**src/rtl/cursor_pkg.sv**
```systemverilog
package cursor_pkg;
    localparam int CUR_DIM     = 64;
    localparam int COL_W       = $clog2(CUR_DIM);
    localparam int PLANE_BYTES = CUR_DIM / 8;
    localparam int LINE_BYTES  = 2 * PLANE_BYTES;
    localparam int LINE_BITS   = LINE_BYTES * 8;
    localparam int BIDX_W      = $clog2(LINE_BYTES);
    localparam int PIX_W       = 32;
    localparam int CLR_W       = 24;
    localparam int XPOS_W      = 14;
    localparam int YPOS_W      = 12;
    localparam int REG_AW      = 3;
    localparam int LOCK_BIT    = 31;

    localparam logic [REG_AW-1:0] RA_BASE = 3'd0;
    localparam logic [REG_AW-1:0] RA_POS  = 3'd1;
    localparam logic [REG_AW-1:0] RA_HOT  = 3'd2;
    localparam logic [REG_AW-1:0] RA_COL0 = 3'd3;
    localparam logic [REG_AW-1:0] RA_COL1 = 3'd4;
    localparam logic [REG_AW-1:0] RA_CTRL = 3'd5;
    localparam logic [REG_AW-1:0] RA_DISP = 3'd6;

    localparam logic [31:0] MASK_BASE = 32'h87ff_fff0;
    localparam logic [31:0] MASK_ADDR = 32'h07ff_fff0;
    localparam logic [31:0] MASK_POS  = 32'h3fff_0fff;
    localparam logic [31:0] MASK_HOT  = 32'h003f_003f;
    localparam logic [31:0] MASK_DISP = 32'h07ff_0fff;
endpackage

```
**src/rtl/cursor_regs.sv**
```systemverilog
module cursor_regs
    import cursor_pkg::*;
#(
    parameter int MEM_AW = 12
) (
    input  logic                clk,
    input  logic                rst_n,
    input  logic                wr_en,
    input  logic [REG_AW-1:0]   addr,
    input  logic [31:0]         wdata,
    output logic [31:0]         rdata,
    output logic                enable,
    output logic [XPOS_W-1:0]   act_x,
    output logic [YPOS_W-1:0]   act_y,
    output logic [MEM_AW-1:0]   act_start,
    output logic [CLR_W-1:0]    act_c0,
    output logic [CLR_W-1:0]    act_c1,
    output logic [XPOS_W:0]     hlimit,
    output logic [YPOS_W-1:0]   vlast
);
    typedef struct packed {
        logic [31:0]       base;
        logic [31:0]       pos;
        logic [31:0]       hot;
        logic [CLR_W-1:0]  c0;
        logic [CLR_W-1:0]  c1;
        logic              en;
        logic [31:0]       disp;
        logic [XPOS_W-1:0] ax;
        logic [YPOS_W-1:0] ay;
        logic [MEM_AW-1:0] astart;
        logic [CLR_W-1:0]  ac0;
        logic [CLR_W-1:0]  ac1;
    } regs_t;

    regs_t q, d;
    logic [31:0]   start_full;
    logic [XPOS_W:0] hcells;
    logic          locked;

    assign locked     = q.base[LOCK_BIT];
    assign start_full = (q.base & MASK_ADDR) - {26'b0, q.hot[21:16]}
                        - {22'b0, q.hot[5:0], 4'b0000};

    always_comb begin
        d = q;
        if (!locked) begin
            d.ax     = q.pos[29:16];
            d.ay     = q.pos[11:0];
            d.astart = start_full[MEM_AW-1:0];
            d.ac0    = q.c0;
            d.ac1    = q.c1;
        end
        if (wr_en) begin
            case (addr)
                RA_BASE: d.base = wdata & MASK_BASE;
                RA_POS: begin
                    d.pos = wdata & MASK_POS;
                    d.base[LOCK_BIT] = wdata[LOCK_BIT];
                end
                RA_HOT: begin
                    d.hot = wdata & MASK_HOT;
                    d.base[LOCK_BIT] = wdata[LOCK_BIT];
                end
                RA_COL0: d.c0   = wdata[CLR_W-1:0];
                RA_COL1: d.c1   = wdata[CLR_W-1:0];
                RA_CTRL: d.en   = wdata[0];
                RA_DISP: d.disp = wdata & MASK_DISP;
                default: ;
            endcase
        end
    end

    always_ff @(posedge clk) begin
        if (!rst_n) q <= '0;
        else        q <= d;
    end

    always_comb begin
        case (addr)
            RA_BASE: rdata = q.base;
            RA_POS:  rdata = q.pos | {locked, 31'b0};
            RA_HOT:  rdata = q.hot | {locked, 31'b0};
            RA_COL0: rdata = {8'b0, q.c0};
            RA_COL1: rdata = {8'b0, q.c1};
            RA_CTRL: rdata = {31'b0, q.en};
            RA_DISP: rdata = q.disp;
            default: rdata = '0;
        endcase
    end

    assign hcells    = {{(XPOS_W-10){1'b0}}, q.disp[26:16]} + 1'b1;
    assign hlimit    = {hcells[XPOS_W-3:0], 3'b000};
    assign vlast     = q.disp[11:0];
    assign enable    = q.en;
    assign act_x     = q.ax;
    assign act_y     = q.ay;
    assign act_start = q.astart;
    assign act_c0    = q.ac0;
    assign act_c1    = q.ac1;

    // a locked definition does not move
    a_r11_lock_freezes: assert property (@(posedge clk) disable iff (!rst_n)
        locked |=> ($stable(q.ax) && $stable(q.ay) && $stable(q.astart)
                    && $stable(q.ac0) && $stable(q.ac1)));
    // unlocked, the live position follows the programmed one a clock later
    a_r11_unlock_applies: assert property (@(posedge clk) disable iff (!rst_n)
        !locked |=> (q.ax == $past(q.pos[29:16])) && (q.ay == $past(q.pos[11:0])));
    // a position write carries the lock
    a_r10_pos_lock: assert property (@(posedge clk) disable iff (!rst_n)
        (wr_en && addr == RA_POS) |=> locked == $past(wdata[LOCK_BIT]));
endmodule

```
**src/rtl/cursor_fetch.sv**
```systemverilog
module cursor_fetch
    import cursor_pkg::*;
#(
    parameter int MEM_AW = 12
) (
    input  logic                 clk,
    input  logic                 rst_n,
    input  logic                 stb,
    input  logic [YPOS_W-1:0]    line,
    input  logic [YPOS_W-1:0]    act_y,
    input  logic [YPOS_W-1:0]    vlast,
    input  logic [MEM_AW-1:0]    start,
    output logic                 mem_rd_en,
    output logic [MEM_AW-1:0]    mem_addr,
    input  logic [7:0]           mem_rdata,
    output logic                 row_valid,
    output logic [LINE_BITS-1:0] row_bits
);
    localparam logic [BIDX_W-1:0] LAST_IDX = BIDX_W'(LINE_BYTES - 1);

    typedef struct packed {
        logic                 rd_en;
        logic [MEM_AW-1:0]    addr;
        logic [BIDX_W-1:0]    idx;
        logic                 ret_en;
        logic [BIDX_W-1:0]    ret_idx;
        logic [LINE_BITS-1:0] fbuf;
        logic [LINE_BITS-1:0] dbuf;
        logic                 valid;
    } fetch_t;

    fetch_t q, d;
    logic [YPOS_W:0]  diff;
    logic [COL_W-1:0] row;
    logic             row_hit;

    assign diff    = {1'b0, line} - {1'b0, act_y};
    assign row     = diff[COL_W-1:0];
    assign row_hit = !diff[YPOS_W] && (diff[YPOS_W-1:COL_W] == '0) && (line <= vlast);

    always_comb begin
        d = q;
        d.ret_en  = q.rd_en;
        d.ret_idx = q.idx;
        if (q.rd_en) begin
            if (q.idx == LAST_IDX) begin
                d.rd_en = 1'b0;
            end else begin
                d.idx  = q.idx + 1'b1;
                d.addr = q.addr + 1'b1;
            end
        end
        if (q.ret_en) begin
            d.fbuf[{q.ret_idx, 3'b000} +: 8] = mem_rdata;
            if (q.ret_idx == LAST_IDX) begin
                d.dbuf  = d.fbuf;
                d.valid = 1'b1;
            end
        end
        if (stb) begin
            d.valid  = 1'b0;
            d.ret_en = 1'b0;
            d.rd_en  = row_hit;
            d.idx    = '0;
            d.addr   = start + {{(MEM_AW-COL_W-BIDX_W){1'b0}}, row, {BIDX_W{1'b0}}};
        end
    end

    always_ff @(posedge clk) begin
        if (!rst_n) q <= '0;
        else        q <= d;
    end

    assign mem_rd_en = q.rd_en;
    assign mem_addr  = q.addr;
    assign row_valid = q.valid;
    assign row_bits  = q.dbuf;

    // a line becomes usable only after its last byte has returned
    a_r2_done_after_last: assert property (@(posedge clk) disable iff (!rst_n)
        $rose(q.valid) |-> $past(q.ret_en && q.ret_idx == LAST_IDX));
    // consecutive reads step by one byte
    a_r2_addr_step: assert property (@(posedge clk) disable iff (!rst_n)
        (q.rd_en && $past(q.rd_en) && !$past(stb)) |-> q.addr == $past(q.addr) + 1'b1);
    // a strobe for an uncovered line issues no read
    a_r7_no_read: assert property (@(posedge clk) disable iff (!rst_n)
        (stb && !row_hit) |=> !q.rd_en);
endmodule

```
**src/rtl/cursor_pixel.sv**
```systemverilog
module cursor_pixel
    import cursor_pkg::*;
(
    input  logic                 clk,
    input  logic                 rst_n,
    input  logic                 enable,
    input  logic [XPOS_W-1:0]    act_x,
    input  logic [CLR_W-1:0]     act_c0,
    input  logic [CLR_W-1:0]     act_c1,
    input  logic [XPOS_W:0]      hlimit,
    input  logic                 row_valid,
    input  logic [LINE_BITS-1:0] row_bits,
    input  logic                 pix_valid,
    input  logic [XPOS_W-1:0]    pix_x,
    input  logic [PIX_W-1:0]     pix_in,
    output logic                 out_valid,
    output logic [PIX_W-1:0]     out_pix
);
    typedef struct packed {
        logic             v1;
        logic             hit1;
        logic             a1;
        logic             x1;
        logic [PIX_W-1:0] p1;
        logic             vo;
        logic [PIX_W-1:0] po;
    } pix_t;

    pix_t q, d;
    logic [XPOS_W:0]  diff;
    logic [COL_W-1:0] col;
    logic [COL_W-1:0] bidx;
    logic             in_box;
    logic             hit;

    assign diff   = {1'b0, pix_x} - {1'b0, act_x};
    assign col    = diff[COL_W-1:0];
    assign bidx   = {col[COL_W-1:3], ~col[2:0]};
    assign in_box = !diff[XPOS_W] && (diff[XPOS_W-1:COL_W] == '0);
    assign hit    = enable && row_valid && in_box && ({1'b0, pix_x} < hlimit);

    always_comb begin
        d      = q;
        d.v1   = pix_valid;
        d.hit1 = pix_valid && hit;
        d.a1   = row_bits[{1'b0, bidx}];
        d.x1   = row_bits[{1'b1, bidx}];
        d.p1   = pix_in;
        d.vo   = q.v1;
        if (!q.hit1)   d.po = q.p1;
        else if (q.a1) d.po = q.x1 ? ~q.p1 : q.p1;
        else           d.po = {q.x1 ? act_c1 : act_c0, 8'hff};
    end

    always_ff @(posedge clk) begin
        if (!rst_n) q <= '0;
        else        q <= d;
    end

    assign out_valid = q.vo;
    assign out_pix   = q.po;

    // output valid follows the first stage by one clock
    a_r1_latency: assert property (@(posedge clk) disable iff (!rst_n)
        out_valid |-> $past(q.v1));
    // a pixel outside the cursor leaves unchanged
    a_r3_pass: assert property (@(posedge clk) disable iff (!rst_n)
        (q.v1 && !q.hit1) |=> q.po == $past(q.p1));
    // a colour pixel carries the opaque low byte
    a_r4_opaque: assert property (@(posedge clk) disable iff (!rst_n)
        (q.v1 && q.hit1 && !q.a1) |=> q.po[7:0] == 8'hff);
    // disabled cursor never hits
    a_r8_disabled: assert property (@(posedge clk) disable iff (!rst_n)
        (pix_valid && !enable) |=> !q.hit1);
endmodule

```
**src/rtl/cursor_overlay.sv**
```systemverilog
module cursor_overlay
    import cursor_pkg::*;
#(
    parameter int MEM_AW = 12
) (
    input  logic                clk,
    input  logic                rst_n,
    input  logic                reg_wr_en,
    input  logic [REG_AW-1:0]   reg_addr,
    input  logic [31:0]         reg_wdata,
    output logic [31:0]         reg_rdata,
    input  logic                fetch_stb,
    input  logic [YPOS_W-1:0]   fetch_line,
    output logic                mem_rd_en,
    output logic [MEM_AW-1:0]   mem_addr,
    input  logic [7:0]          mem_rdata,
    input  logic                pix_valid,
    input  logic [XPOS_W-1:0]   pix_x,
    input  logic [PIX_W-1:0]    pix_in,
    output logic                out_valid,
    output logic [PIX_W-1:0]    out_pix
);
    logic                 enable;
    logic [XPOS_W-1:0]    act_x;
    logic [YPOS_W-1:0]    act_y;
    logic [MEM_AW-1:0]    act_start;
    logic [CLR_W-1:0]     act_c0;
    logic [CLR_W-1:0]     act_c1;
    logic [XPOS_W:0]      hlimit;
    logic [YPOS_W-1:0]    vlast;
    logic                 row_valid;
    logic [LINE_BITS-1:0] row_bits;

    cursor_regs #(.MEM_AW(MEM_AW)) u_regs (
        .clk(clk), .rst_n(rst_n), .wr_en(reg_wr_en), .addr(reg_addr),
        .wdata(reg_wdata), .rdata(reg_rdata), .enable(enable),
        .act_x(act_x), .act_y(act_y), .act_start(act_start),
        .act_c0(act_c0), .act_c1(act_c1), .hlimit(hlimit), .vlast(vlast)
    );

    cursor_fetch #(.MEM_AW(MEM_AW)) u_fetch (
        .clk(clk), .rst_n(rst_n), .stb(fetch_stb), .line(fetch_line),
        .act_y(act_y), .vlast(vlast), .start(act_start),
        .mem_rd_en(mem_rd_en), .mem_addr(mem_addr), .mem_rdata(mem_rdata),
        .row_valid(row_valid), .row_bits(row_bits)
    );

    cursor_pixel u_pixel (
        .clk(clk), .rst_n(rst_n), .enable(enable), .act_x(act_x),
        .act_c0(act_c0), .act_c1(act_c1), .hlimit(hlimit),
        .row_valid(row_valid), .row_bits(row_bits),
        .pix_valid(pix_valid), .pix_x(pix_x), .pix_in(pix_in),
        .out_valid(out_valid), .out_pix(out_pix)
    );

    // nothing is read from memory while in reset's aftermath without a strobe
    a_r12_quiet: assert property (@(posedge clk) disable iff (!rst_n)
        $rose(mem_rd_en) |-> $past(fetch_stb));
endmodule

```
**config.mk**
```make
export PLATFORM = sky130hd
export DESIGN_NAME = cursor_overlay
export DESIGN_NICKNAME = d
export VERILOG_FILES = /design/src/rtl/cursor_pkg.sv /design/src/rtl/cursor_regs.sv /design/src/rtl/cursor_fetch.sv /design/src/rtl/cursor_pixel.sv /design/src/rtl/cursor_overlay.sv
export SDC_FILE = /design/constraint.sdc
export NUM_CORES = 1
export LEC_CHECK = 0
export CAP_MARGIN = 20
export CELL_PAD_IN_SITES_DETAIL_PLACEMENT = 1
export CELL_PAD_IN_SITES_GLOBAL_PLACEMENT = 2
export CORE_AREA = 2 2 266 268
export DETAILED_ROUTE_END_ITERATION = 16
export DIE_AREA = 0 0 268 270
export GPL_ROUTABILITY_DRIVEN = 0
export PLACE_DENSITY_LB_ADDON = 0.3
export SKIP_CTS_REPAIR_TIMING = 1
export SYNTH_ARGS = -nofsm -noshare
export SYNTH_HDL_FRONTEND = slang
export SYNTH_SLANG_ARGS = --single-unit
```
**constraint.sdc**
```tcl
create_clock -name clk -period 7.1 [get_ports clk]
set_clock_uncertainty 0.2 [all_clocks]
set_input_delay 1.42 -clock clk [delete_from_list [all_inputs] [get_ports clk]]
set_output_delay 1.42 -clock clk [all_outputs]
set_load 0.02 [all_outputs]
```
==> results of run 1 <==
state kept, by name, summed over array words and instances, names as in the netlist, 4 cells and up:
name,cells
u_fetch.d,4
u_fetch.mem_addr,12
u_fetch.q,133
u_fetch.row_bits,128
u_pixel.out_pix,32
u_pixel.q,35
u_regs.act_c0,24
u_regs.act_c1,24
u_regs.act_start,12
u_regs.act_x,14
u_regs.act_y,12
u_regs.q,120
u_regs.vlast,12
power breakdown:
| group | total (mW) | internal [mW] | switching (mW) | leakage [nW] |
|---|---|---|---|---|
| registers | 3.29 | 3.24 | 0.0522 | 4.60 |
| logic | 0.627 | 0.254 | 0.372 | 4.87 |
| clock network | 3.48 | 2.10 | 1.39 | 1.09 |
| total | 7.40 | 5.59 | 1.81 | 10.6 |
kinds of logic after synthesis:
| kind of cell | share of synthesized area (%) |
|---|---|
| compound gates | 16.11 |
| other cells | 0.01391 |
| simple gates | 18.28 |
| buf+inv | 5.918 |
| fa+ha+maj | 3.899 |
| mux | 11.87 |
| xor+xnor | 1.722 |
| flops | 42.19 |
cell usage after synthesis, types with 3 or more instances:
cell type and count:
sky130_fd_sc_hd__a211oi_1 112, sky130_fd_sc_hd__a21o_1 11, sky130_fd_sc_hd__a21oi_1 332, sky130_fd_sc_hd__a221o_1 4, sky130_fd_sc_hd__a221oi_1 25, sky130_fd_sc_hd__a22oi_1 16, sky130_fd_sc_hd__a311o_1 3, sky130_fd_sc_hd__a311oi_1 8
sky130_fd_sc_hd__a31oi_1 7, sky130_fd_sc_hd__and2_1 47, sky130_fd_sc_hd__and3_1 11, sky130_fd_sc_hd__buf_1 30, sky130_fd_sc_hd__buf_2 24, sky130_fd_sc_hd__buf_4 47, sky130_fd_sc_hd__clkbuf_1 183, sky130_fd_sc_hd__dfxtp_1 568
sky130_fd_sc_hd__fa_1 5, sky130_fd_sc_hd__ha_1 76, sky130_fd_sc_hd__inv_1 80, sky130_fd_sc_hd__mux2_2 9, sky130_fd_sc_hd__mux2i_1 214, sky130_fd_sc_hd__mux4_1 3, sky130_fd_sc_hd__mux4_2 39, sky130_fd_sc_hd__nand2_1 443
sky130_fd_sc_hd__nand2b_1 4, sky130_fd_sc_hd__nand3_1 106, sky130_fd_sc_hd__nand4_1 16, sky130_fd_sc_hd__nor2_1 393, sky130_fd_sc_hd__nor2b_1 24, sky130_fd_sc_hd__nor3_1 61, sky130_fd_sc_hd__nor3b_1 3, sky130_fd_sc_hd__o2111ai_1 4
sky130_fd_sc_hd__o211ai_1 6, sky130_fd_sc_hd__o21a_1 8, sky130_fd_sc_hd__o21ai_0 99, sky130_fd_sc_hd__o21bai_1 6, sky130_fd_sc_hd__o221ai_1 7, sky130_fd_sc_hd__o22ai_1 13, sky130_fd_sc_hd__o311a_1 24, sky130_fd_sc_hd__or2_2 4
sky130_fd_sc_hd__or3_1 21, sky130_fd_sc_hd__xnor2_1 26, sky130_fd_sc_hd__xor2_1 22
cell type report:
class / count / area, sq um
Inverter: 83 / 319.1
Clock buffer: 98 / 1947
Fill cell: 8056 / 38210
Multi-Input combinational cell: 2248 / 14010
Antenna cell: 3 / 7.507
Clock inverter: 22 / 286.5
Timing Repair Buffer: 219 / 2207
Tap cell: 940 / 1176
Sequential cell: 568 / 11380
per-stage QoR:
step                instance area [sq um]  setup slack (ps)  total power [mW]
finish                              31340              1261             7.402
detailed placement                  29070              1200             3.986
global route                        31330              1190             7.687
CTS                                 31300              1230             7.501
global placement                    28960              1235             3.958
floorplan                           26950              2580             3.732
worst max-delay path by stage:
stage               endpoint  slack, ps  cells after the start
6_report       reg_rdata[23]       1260                      5
5_1_grt        reg_rdata[23]       1190                      5
4_1_cts        reg_rdata[23]       1230                      5
3_5_place_dp   reg_rdata[23]       1200                      5
3_3_place_gp   reg_rdata[23]       1240                      5
2_1_floorplan  reg_rdata[19]       2580                      5
metal layers:
metal / routed length [microns] / part of all wire, %
met5: 20 / 0.023
met4: 2559 / 3.0
met3: 2484 / 2.9
met2: 44910 / 52
met1: 36020 / 42
placed cells by master (no fill, tap or decap), types with 8 or more instances in the layout:
cell type                         Yosys  layout
sky130_fd_sc_hd__a211oi_1           112     112
sky130_fd_sc_hd__a21o_1              11      11
sky130_fd_sc_hd__a21oi_1            332     332
sky130_fd_sc_hd__a221oi_1            25      25
sky130_fd_sc_hd__a22oi_1             16      16
sky130_fd_sc_hd__a311oi_1             8       8
sky130_fd_sc_hd__and2_1              47      47
sky130_fd_sc_hd__and3_1              11      11
sky130_fd_sc_hd__buf_4               47      31
sky130_fd_sc_hd__clkbuf_1           183      19
sky130_fd_sc_hd__clkbuf_16            0      70
sky130_fd_sc_hd__clkbuf_8             0       9
sky130_fd_sc_hd__clkdlybuf4s50_1      0     178
sky130_fd_sc_hd__clkinv_2             0       9
sky130_fd_sc_hd__dfxtp_1            568     564
sky130_fd_sc_hd__ha_1                76      75
sky130_fd_sc_hd__inv_1               80      80
sky130_fd_sc_hd__mux2_2               9       9
sky130_fd_sc_hd__mux2i_1            214     214
sky130_fd_sc_hd__mux4_2              39      39
sky130_fd_sc_hd__nand2_1            443     443
sky130_fd_sc_hd__nand3_1            106     106
sky130_fd_sc_hd__nand4_1             16      16
sky130_fd_sc_hd__nor2_1             393     392
sky130_fd_sc_hd__nor2b_1             24      24
sky130_fd_sc_hd__nor3_1              61      61
sky130_fd_sc_hd__o21a_1               8       8
sky130_fd_sc_hd__o21ai_0             99      99
sky130_fd_sc_hd__o22ai_1             13      13
sky130_fd_sc_hd__o311a_1             24      24
sky130_fd_sc_hd__or3_1               21      21
sky130_fd_sc_hd__xnor2_1             26      25
sky130_fd_sc_hd__xor2_1              22      22
==> run_results.csv, run 1 <==
group,metric,value,unit
critical_path,cp-startpoint,"reg_addr[0]",
power_and_ir_drop,irDropWorstVdd,0.0001492,V
critical_path,arrival,4220,ps
critical_path,worst-setup-path-type,"input port to output port",
clock_network,maximum_number_of_buffers_from_clock_root_to_sink,3,
timing,grt_setup_unrepaired,"false",
route,route.detailed.wl_per_inst,20.57,microns
synthesis,postSynthNetCount,3371,
global_routing,grt.met2_usage,43.31,%
floorplan,die_w,268,microns
place,port_buffers,181,
synthesis,netlist_instances,3184,
synthesis,synth_top_cell_by_area,"sky130_fd_sc_hd__dfxtp_1",
synthesis,synth.top_cell.area_share,42.19,%
power_and_ir_drop,total_leakage_power,10.56,nW
timing,slew_viol_final,0,
clock_network,cts_tree,"built",
place,placedCellCount,4057,
global_routing,busiest_layer,"met2",
worst_hold_path,hp-class,"flop to flop",
global_routing,maximum_number_of_pins_on_one_net_before_global_route_repair,205,
timing,fmax,171.3,MHz
floorplan,fp.dieH,270,microns
global_routing,grt_pass1_vias,23889,
critical_path,rr_startpoint,"u_fetch.q[257]",
global_routing,grtUsageTotal,23.42,%
timing,setup-violations-final,0,
critical_path,startpoint_type,"input port",
clock_network,clock_latency,600,ps
cells_and_area,fraction_of_final_layout_cells_with_drive_strength_greater_than_1,6.671,%
critical_path,worst-path-max-fanout,19,
timing,totalNegativeSetupSlack,0,ps
critical_path,reg2reg_to,"u_fetch.q[209]",
synthesis,synth_seq_area_share,42.19,%
critical_path,cp_slowest_stage_delay,810,ps
floorplan,io_pins,184,
clock_network,cts-buffers-inserted,67,
critical_path,cp_data_required_time,5480,ps
worst_hold_path,hold_path_end,"u_pixel.out_valid",
global_routing,antenna_found_initial,4,
cells_and_area,fin_nets,3374,
floorplan,die-area,0.07236,sq mm
synthesis,netlist_top_cells_area,"sky130_fd_sc_hd__dfxtp_1 (42%), sky130_fd_sc_hd__mux2i_1 (7.9%), sky130_fd_sc_hd__nand2_1 (6.2%)",
synthesis,post_syn_area_per_cell,8.466,sq um
global_routing,first_pass_grt_wire_length,134.4,mm
route,drc_errors,0,
global_routing,global_route.usage.met3,3.073,%
clock_network,htree_levels,3,
synthesis,synthArstFlopShare,0,%
timing,finalWorstPathRequiredPeriod,5839,ps
clock_network,clock_root_buffer,"sky130_fd_sc_hd__clkbuf_16",
critical_path,timing.critical_path.cells,"clkdlybuf4s50_1 > or2_2 > o21ai_0 > a221o_1 > clkdlybuf4s50_1",
outcome,status,"finished clean",
synthesis,synth-seq-cells,568,
clock_network,cts.clk_slew.worst_paths,50,ps
cells_and_area,layout.core_utilization,45.06,%
synthesis,synth-main-ff-cell,"sky130_fd_sc_hd__dfxtp_1",
worst_hold_path,hold_path_startpoint,"u_pixel.d[32]",
critical_path,timing.critical_path.slowest_stage_cell,"sky130_fd_sc_hd__clkdlybuf4s50_1",
place,dp_hpwl,59.19,mm
route,drt.antenna.violating_nets,0,
timing,finalCritPeriodShare,82.24,%
global_routing,globalRoute.totalOverflow,0,
power_and_ir_drop,p_per_area,236.2,mW/mm^2
route,dr.first_iter.drc_count,1237,
route,wirelength,85.99,mm
clock_network,clock_sink_count,568,
critical_path,buf_inv_on_cp,2,
floorplan,initial_core_utilization,38.76,%
route,drt_pass1_iterations,5,
synthesis,synth_warnings,0,
critical_path,cp_common_cell,"sky130_fd_sc_hd__clkdlybuf4s50_1",
route,drt-vias-per-instance,5.481,
synthesis,syn-cell-area,0.02695,sq mm
critical_path,worst_r2r_path_depth,8,
route,routed_via_count,22916,
synthesis,yosysUniqueCellTypes,74,
timing,hold_slack,237.6,ps
floorplan,row_count,97,
synthesis,synth-edff-count,0,
run,maxCapViolCount,0,
timing,final-hold-violation-count,0,
critical_path,setup_slack_reg_to_reg,3140,ps
cells_and_area,final_instance_count_without_filler_cells,4181,
timing,tightest_slew,1133,ps
floorplan,core-area,0.06954,sq mm
global_routing,met1_routing_resource_usage_after_global_routing,27.65,%
worst_hold_path,hold_path_depth,1,
critical_path,crit_path_end_kind,"output port",
critical_path,cpLargestDelayFamily,"buffers and inverters",
cells_and_area,layout-area-overhead-vs-synth,16.25,%
timing,slew-limit-headroom,24.48,%
Note: power is estimated with default switching activity, not from simulation.
==> run 2: changes to the inputs <==
CORE_AREA = 2 2 289 291   (was 2 2 266 268)
DIE_AREA = 0 0 291 293   (was 0 0 268 270)
clock period = 5 ns   (was 7.1 ns; I/O delays follow)
==> run 2 against run 1 <==
Compared with the run above:
- core utilization is 6.5 points lower
- global-route usage is 2.4 points lower
- design area is 0.69% higher
- clock-buffer cell count rose by 1
- largest power group unchanged
- non-clock buffer count increased by 19
- hold slack gained 1.3 ps
- clock power up 39%
- critical path type unchanged
==> run_results.csv, run 2 (synthesis results as in run 1) <==
group,metric,value,unit
cells_and_area,layout.core_utilization,38.55,%
cells_and_area,fin_nets,3394,
route,drc_errors,0,
outcome,status,"finished clean",
route,drt.antenna.violating_nets,0,
route,routed_via_count,23083,
clock_network,htree_levels,3,
global_routing,grtUsageTotal,21.00,%
global_routing,first_pass_grt_wire_length,140.9,mm
timing,slew_viol_final,0,
place,dp_hpwl,63.48,mm
timing,finalWorstPathRequiredPeriod,4518,ps
global_routing,maximum_number_of_pins_on_one_net_before_global_route_repair,153,
timing,grt_setup_unrepaired,"false",
cells_and_area,largest-register,"u_fetch.q",
timing,fmax,221.3,MHz
cells_and_area,fraction_of_final_layout_cells_with_drive_strength_greater_than_1,7.248,%
route,dr.first_iter.drc_count,1179,
route,drt-vias-per-instance,5.335,
timing,setup-violations-final,0,
floorplan,row_count,105,
global_routing,antenna_found_initial,4,
clock_network,clock_sink_count,568,
critical_path,cp_data_required_time,3800,ps
timing,finalCritPeriodShare,90.36,%
floorplan,fp.dieH,293,microns
worst_hold_path,hp-class,"flop to flop",
timing,totalNegativeSetupSlack,0,ps
critical_path,cp_slowest_stage_delay,690,ps
critical_path,timing.critical_path.cells,"clkdlybuf4s50_1 > buf_4 > nor2_1 > a22oi_1 > o22ai_1 > clkdlybuf4s50_1",
critical_path,arrival,3320,ps
route,wirelength,91.46,mm
critical_path,cpLargestDelayFamily,"buffers and inverters",
cells_and_area,largest_register_ff_count,133,
critical_path,buf_inv_on_cp,3,
power_and_ir_drop,irDropWorstVdd,0.0002302,V
cells_and_area,layout.cells.most_common,"sky130_fd_sc_hd__dfxtp_1",
timing,final-hold-violation-count,0,
floorplan,die-area,0.08526,sq mm
power_and_ir_drop,p_per_area,330.4,mW/mm^2
power_and_ir_drop,total_leakage_power,10.63,nW
floorplan,die_w,291,microns
clock_network,maximum_number_of_buffers_from_clock_root_to_sink,3,
timing,tightest_slew,1088,ps
clock_network,clock_latency,600,ps
power_and_ir_drop,power,10.42,mW
floorplan,io_pins,184,
run,maxCapViolCount,0,
critical_path,worst-path-max-fanout,15,
cells_and_area,layout-area-overhead-vs-synth,17.05,%
critical_path,timing.critical_path.slowest_stage_cell,"sky130_fd_sc_hd__clkdlybuf4s50_1",
cells_and_area,most-common-layout-cells,"sky130_fd_sc_hd__dfxtp_1 (564), sky130_fd_sc_hd__nand2_1 (443), sky130_fd_sc_hd__nor2_1 (392)",
route,route.detailed.wl_per_inst,21.14,microns
clock_network,cts.clk_slew.worst_paths,60,ps
critical_path,cp_common_cell,"sky130_fd_sc_hd__clkdlybuf4s50_1",
floorplan,core-area,0.08185,sq mm
global_routing,grt_pass1_vias,23874,
floorplan,initial_core_utilization,32.93,%
clock_network,cts-buffers-inserted,68,
clock_network,cts_tree,"built",
place,port_buffers,181,
clock_network,clock_root_buffer,"sky130_fd_sc_hd__clkbuf_16",
critical_path,worst-setup-path-type,"input port to output port",
global_routing,globalRoute.totalOverflow,0,
route,drt_pass1_iterations,5,
critical_path,crit_path_end_kind,"output port",
timing,slew-limit-headroom,27.45,%
critical_path,startpoint_type,"input port",
[run 2: cell count changes in the layout (fill, tap and decap cells not counted), moves of 2 or more]
cell / before / now
sky130_fd_sc_hd__buf_12: 2 / 8
sky130_fd_sc_hd__clkinv_2: 9 / 12
sky130_fd_sc_hd__inv_6: 1 / 4
sky130_fd_sc_hd__clkinv_4: 3 / 1
sky130_fd_sc_hd__buf_4: 31 / 47
sky130_fd_sc_hd__bufinv_16: 5 / 1
sky130_fd_sc_hd__buf_8: 0 / 2
sky130_fd_sc_hd__buf_16: 5 / 1
sky130_fd_sc_hd__diode_2: 3 / 1
[run 2: metrics by stage]
step / setup WS [ps] / hold WS (ps) / instances / cell area [sq um]
2_1_floorplan: 1320 / 211.9 / 3184 / 26950
3_3_place_gp: 550.8 / 218.2 / 4204 / 29340
3_5_place_dp: 565.3 / 225.1 / 4206 / 29380
4_1_cts: 473.1 / 239.1 / 4325 / 31530
5_1_grt: 367.9 / 260.7 / 4326 / 31550
6_report: 482.2 / 238.9 / 4327 / 31550
[run 2: cell type report]
class / count / area [sq um]
Clock buffer: 99 / 1982
Timing Repair Buffer: 238 / 2357
Multi-Input combinational cell: 2248 / 14000
Tap cell: 1070 / 1339
Clock inverter: 20 / 166.4
Fill cell: 9498 / 50300
Antenna cell: 1 / 2.502
Sequential cell: 568 / 11380
Inverter: 83 / 319.1
[run 2: worst paths after layout]
| path | start | to | slack (ps) | depth (start not counted) |
|---|---|---|---|---|
| worst max register to register | u_fetch.q[257] | u_fetch.q[193] | 1200 | 8 |
| worst min register to register | u_pixel.d[32] | u_pixel.out_valid | 240 | 1 |
| worst max-delay path | reg_addr[0] | reg_rdata[18] | 480 | 6 |
| worst min-delay path | u_pixel.d[32] | u_pixel.out_valid | 240 | 1 |
[run 2: per-layer routing]
layer	track usage (%)	wire, microns	vias up
li1	-	-	11108
met1	25.69	39410	11481
met2	38.13	46740	350
met3	2.769	2617	140
met4	6.546	2656	4
met5	0	26	-
[run 2: power by group]
part	internal [mW]	switching, mW	total (mW)
logic	0.367	0.543	0.910
clock network	2.81	2.02	4.84
registers	4.60	0.0738	4.68
==> run 3: changes to the inputs <==
TNS_END_PERCENT = 1   (was not set)
==> results of run 3 <==
No change in the layout: final DEF, timing and power equal those of run 2.
